### src/rtl/cbt_pkg.sv
package cbt_pkg;

  localparam int unsigned DATA_W = 32;
  localparam int unsigned IMM_W  = 16;
  localparam int unsigned COND_W = 4;
  localparam int unsigned CLS_W  = 2;

  typedef enum logic [CLS_W-1:0] {
    CLS_CMP    = 2'd0,
    CLS_BRANCH = 2'd1,
    CLS_TRAP   = 2'd2,
    CLS_NONE   = 2'd3
  } op_class_e;

  typedef enum logic [COND_W-1:0] {
    CC_EQ    = 4'd0,
    CC_NE    = 4'd1,
    CC_LT    = 4'd2,
    CC_LE    = 4'd3,
    CC_GT    = 4'd4,
    CC_GE    = 4'd5,
    CC_TRUE  = 4'd6,
    CC_FALSE = 4'd7
  } cond_e;

endpackage

### src/rtl/cbt_operand_sel.sv
module cbt_operand_sel
  import cbt_pkg::*;
#(
  parameter int unsigned DW = DATA_W,
  parameter int unsigned IW = IMM_W
) (
  input  logic [CLS_W-1:0] op_class,
  input  logic             use_imm,
  input  logic             is_unsigned,
  input  logic [DW-1:0]    opb,
  input  logic [IW-1:0]    imm,
  output logic [DW-1:0]    rhs,
  output logic             rhs_unsigned
);

  localparam int unsigned PAD_W = DW - IW;

  logic [DW-1:0] imm_ext;

  always_comb begin
    if (is_unsigned) imm_ext = {{PAD_W{1'b0}}, imm};
    else             imm_ext = {{PAD_W{imm[IW-1]}}, imm};
  end

  always_comb begin
    if (op_class == CLS_BRANCH) begin
      rhs          = '0;
      rhs_unsigned = 1'b0;
    end else begin
      rhs          = use_imm ? imm_ext : opb;
      rhs_unsigned = is_unsigned;
    end
  end

endmodule

### src/rtl/cbt_relation.sv
module cbt_relation
  import cbt_pkg::*;
#(
  parameter int unsigned DW = DATA_W
) (
  input  logic [DW-1:0]     lhs,
  input  logic [DW-1:0]     rhs,
  input  logic              is_unsigned,
  input  logic [COND_W-1:0] cond,
  output logic              holds
);

  logic [DW-1:0] bias;
  logic          is_eq;
  logic          is_lt;

  // Flipping the sign bit maps signed order onto unsigned order.
  always_comb begin
    bias  = is_unsigned ? '0 : {1'b1, {(DW-1){1'b0}}};
    is_eq = (lhs == rhs);
    is_lt = ((lhs ^ bias) < (rhs ^ bias));
  end

  always_comb begin
    unique case (cond)
      CC_EQ, CC_FALSE: holds = is_eq;
      CC_NE, CC_TRUE:  holds = !is_eq;
      CC_LT:           holds = is_lt;
      CC_LE:           holds = is_lt | is_eq;
      CC_GT:           holds = !(is_lt | is_eq);
      CC_GE:           holds = !is_lt;
      default:         holds = 1'b0;
    endcase
  end

endmodule

### src/rtl/cbt_cond_unit.sv
module cbt_cond_unit
  import cbt_pkg::*;
#(
  parameter int unsigned DW = DATA_W,
  parameter int unsigned IW = IMM_W
) (
  input  logic              clk,
  input  logic              rst_n,
  input  logic              valid_i,
  input  logic [CLS_W-1:0]  op_class_i,
  input  logic [COND_W-1:0] cond_i,
  input  logic              unsigned_i,
  input  logic              use_imm_i,
  input  logic [DW-1:0]     opa_i,
  input  logic [DW-1:0]     opb_i,
  input  logic [IW-1:0]     imm_i,
  output logic [DW-1:0]     cmp_result_o,
  output logic              branch_taken_o,
  output logic              trap_o
);

  logic [DW-1:0] rhs;
  logic          rhs_unsigned;
  logic          holds;
  logic          trap_d;
  logic          trap_en;

  cbt_operand_sel #(.DW(DW), .IW(IW)) u_opsel (
    .op_class     (op_class_i),
    .use_imm      (use_imm_i),
    .is_unsigned  (unsigned_i),
    .opb          (opb_i),
    .imm          (imm_i),
    .rhs          (rhs),
    .rhs_unsigned (rhs_unsigned)
  );

  cbt_relation #(.DW(DW)) u_rel (
    .lhs         (opa_i),
    .rhs         (rhs),
    .is_unsigned (rhs_unsigned),
    .cond        (cond_i),
    .holds       (holds)
  );

  always_comb begin
    cmp_result_o   = '0;
    cmp_result_o[0] = valid_i && (op_class_i == CLS_CMP) && holds;
    branch_taken_o = valid_i && (op_class_i == CLS_BRANCH) && holds;
  end

  // Next state of the trap register; the enable lets a pending pulse clear.
  always_comb begin
    trap_d  = valid_i && (op_class_i == CLS_TRAP) && holds;
    trap_en = trap_d | trap_o;
  end

  always_ff @(posedge clk or negedge rst_n) begin
    if (!rst_n)       trap_o <= 1'b0;
    else if (trap_en) trap_o <= trap_d;
  end

endmodule

### config.mk
export PLATFORM = sky130hd
export DESIGN_NAME = cbt_cond_unit
export DESIGN_NICKNAME = d
export VERILOG_FILES = /design/src/rtl/cbt_pkg.sv /design/src/rtl/cbt_operand_sel.sv /design/src/rtl/cbt_relation.sv /design/src/rtl/cbt_cond_unit.sv
export SDC_FILE = /design/constraint.sdc
export NUM_CORES = 1
export LEC_CHECK = 0
export CORE_ASPECT_RATIO = 1.1
export CORE_MARGIN = 2
export CORE_UTILIZATION = 38
export DETAILED_ROUTE_END_ITERATION = 10
export GPL_ROUTABILITY_DRIVEN = 0
export PLACE_DENSITY = 0.88
export SYNTH_ARGS = -nofsm -noshare
export SYNTH_HDL_FRONTEND = slang
export SYNTH_HIERARCHICAL = 1
export SYNTH_SLANG_ARGS = --single-unit
### constraint.sdc
create_clock -name clk -period 5.88 [get_ports clk]
set_input_delay 1.176 -clock clk [delete_from_list [all_inputs] [get_ports clk]]
set_output_delay 1.176 -clock clk [all_outputs]
set_load 0.005 [all_outputs]
==> results.py <==
metrics = {
    "outcome": {
        "status": "complete, no violations",
    },
    "cells_and_area": {
        "syn_to_final_growth_pct": 60.3,
        "top_regs": "trap_o: 1 flops",
        "final_common_cell": "clkdlybuf4s50_1",
        "drive_above_1_share_pct": 9.85,
        "num_antenna_cells": 0,
        "largest_register_ff_count": 1,
        "fin_util_pct": 63.9,
        "num-nets-final": 459,
        "layout_common_cells": "88 x clkdlybuf4s50_1, 33 x inv_1, 31 x conb_1",
        "regMostFlops": "trap_o",
    },
    "global_route": {
        "grt_pass1_wl_um": 7170,
        "grt.total_usage_pct": 17.5,
        "grt_overflow": 0,
        "grt_pass1_vias": 1797,
        "grt_max_degree": 34,
        "grt_antenna_before_repair": 0,
    },
    "floorplan": {
        "die-height_um": 74.6,
        "die_area_um2": 5090,
        "core_um2": 4320,
        "ios": 125,
        "die_w_um": 68.2,
        "floorplan.initialDensity_pct": 39.9,
        "num_rows": 25,
    },
    "logic_synthesis": {
        "avgSynthCellArea_um2": 7.17,
        "synthSimpleGateAreaFrac_pct": 25.4,
        "synthArstFlopShare_pct": 100,
        "synth_top_cell_by_area": "ha_1",
        "synth_xor_area_share_pct": 0.509,
        "synth_mux_area_share_pct": 9.88,
        "synthAdderAreaFrac_pct": 22.5,
        "synth_compound_area_share_pct": 14.8,
        "ys_top_cells_by_area": "ha_1 23%, buf_4 14%, mux2i_1 9.9%",
        "seq_area_frac_synth_pct": 1.45,
        "synth_top_family_by_area": "simple AND/OR/NAND/NOR gates",
        "ys.flop_type": "dfrtp_1",
        "synth_cells": 240,
        "ys_seq_elements": 1,
        "synth_top_area_share_pct": 22.5,
        "synthDistinctLibCells": 42,
        "synth_enable_flop_cells": 0,
        "yosys_warnings": 6,
        "syn_area_um2": 1720,
    },
    "sta": {
        "setup_ws_ns": 0.172,
        "setup_viol": 0,
        "drv_slew": 0,
        "max_freq_mhz": 175,
        "fin_crit_sh_pct": 97.1,
        "finalHoldViolations": 0,
        "post-route-min-period_ns": 5.71,
    },
    "worst_setup_path": {
        "cp_max_fo": 8,
        "crit_slowest_cell": "or4_4",
        "cp.required_ns": 4.70,
        "critPathMaxStageDelay_ns": 0.50,
        "cpLargestDelayFamily": "simple AND/OR/NAND/NOR gates",
        "cpMostUsedCell": "inv_1",
        "arrival_ns": 4.53,
        "end_kind": "output port",
        "cp_cell_sequence": "dlygate4sd2_1 -> nand3b_4 -> a21oi_1 -> inv_1 -> ha_1 -> nand3_2 -> nor4_4 -> buf_4 -> inv_1 -> o22ai_2 -> a211oi_2 -> or4_4 -> a31oi_4 -> and4bb_2 -> clkdlybuf4s50_1",
        "cp-start-kind": "input pin",
        "path_buf_inv": 5,
        "critPathKind": "in2out",
        "cp-startpoint": "imm_i[15]",
    },
    "power_and_ir_drop": {
        "p_seq_share_pct": 3.6,
        "ir_drop_mv": 0.0346,
        "p_sw_mw": 0.0841,
        "internal-power_mw": 0.117,
        "pwr-share-comb_pct": 96.4,
        "clkPwrFrac_pct": 0,
        "p_leak_nw": 1.31,
        "power-per-cell-area_nw_per_um2": 72.9,
        "swShare_pct": 41.8,
    },
    "run": {
        "max_cap_viol_count": 0,
    },
    "detailed_routing": {
        "wl_um": 5060,
        "drc": 0,
        "ant_nets": 0,
        "routed_via_density": 4.95,
        "vias": 1924,
        "firstDrtPassIters": 4,
        "avgRoutedWirePerCell_um": 13.0,
        "drtIter0Drc": 146,
    },
    "placed_design": {
        "io_buffers": 93,
        "pre_cts_slack_ns": -0.120,
        "place_hpwl_um": 4000,
    },
    "clock_tree": {
        "hold_buffers": 0,
        "cts.clk_slew.worst_paths_ns": 0,
    },
    "hold_path": {
        "hold_path_class": "in2async",
    },
}
[what timing repair did]
item / CTS / global route
buffers inserted: 2 / 0
endpoints found under the setup margin: 2 / 2
resized for setup: 5 / 17
gates cloned: 1 / 1
pin swaps: 0 / 5
[path summary, 6_finish.rpt]
| check | endpoint | slack [ns] | cells past startpoint |
|---|---|---|---|
| setup / recovery | cmp_result_o[0] | 0.17 | 15 |
| hold / removal | trap_o$_DFFE_PN0P_ | 1.33 | 1 |
| max in group asynchronous | trap_o$_DFFE_PN0P_ | 4.46 | 1 |
| min in group clk | trap_o$_DFFE_PN0P_ | 1.59 | 2 |
[final cells by class]
type	instances	area [um^2]
Fill cell	375	1560
Inverter	33	124
Multi-Input combinational cell	197	1490
Sequential cell	1	25.0
Tap cell	54	67.6
Timing Repair Buffer	104	1060
[per-layer routing]
layer / global-route usage [%] / wire, um
met2: 35.1 / 2790
met1: 18.9 / 1900
met3: 2.12 / 286
met4: 4.44 / 89
met5: 0 / 0
[power groups by stage]
| stage | Combinational, mW | Clock (mW) | Sequential (mW) |
|---|---|---|---|
| after detailed placement | 0.176 | 0 | 0.00720 |
| after global placement | 0.170 | 0 | 0.00718 |
| after global routing | 0.215 | 0 | 0.00721 |
| after floorplan | 0.106 | 0 | 0.00722 |
| after CTS | 0.180 | 0 | 0.00720 |
| final | 0.194 | 0 | 0.00719 |
[logic make-up (layout without fill, tap and decap cells)]
family,after synthesis,count (layout)
compound gates,43,43
xor+xnor,1,1
fa+ha+maj,31,31
buf+inv,73,137
flops,1,1
mux,17,17
other cells,1,31
simple gates,73,74
[cells in the mapped netlist, drive strengths merged, types with 2 or more instances]
cell type and count:
a211oi 2, a21oi 28, a221oi 2, and4 3, and4b 2, buf 39
ha 31, inv 33, mux2i 17, nand2 11, nand2b 16, nand3 5
nand3b 2, nand4 3, nor2 17, nor2b 3, nor3 3, o21ai 3
o22ai 2
[metrics by stage]
step           cells  power [mW]  hold WS, ns   TNS, ns  cell area (um^2)
6_report         389       0.201         1.33         0              2760
2_1_floorplan    270       0.113        0.880         0              1830
4_1_cts          388       0.188         1.33         0              2660
3_5_place_dp     385       0.183         1.33    -0.219              2610
5_1_grt          389       0.222         1.33  -0.00438              2760
3_3_place_gp     385       0.177         1.33    -0.103              2610
(Power assumes the default switching activity.)
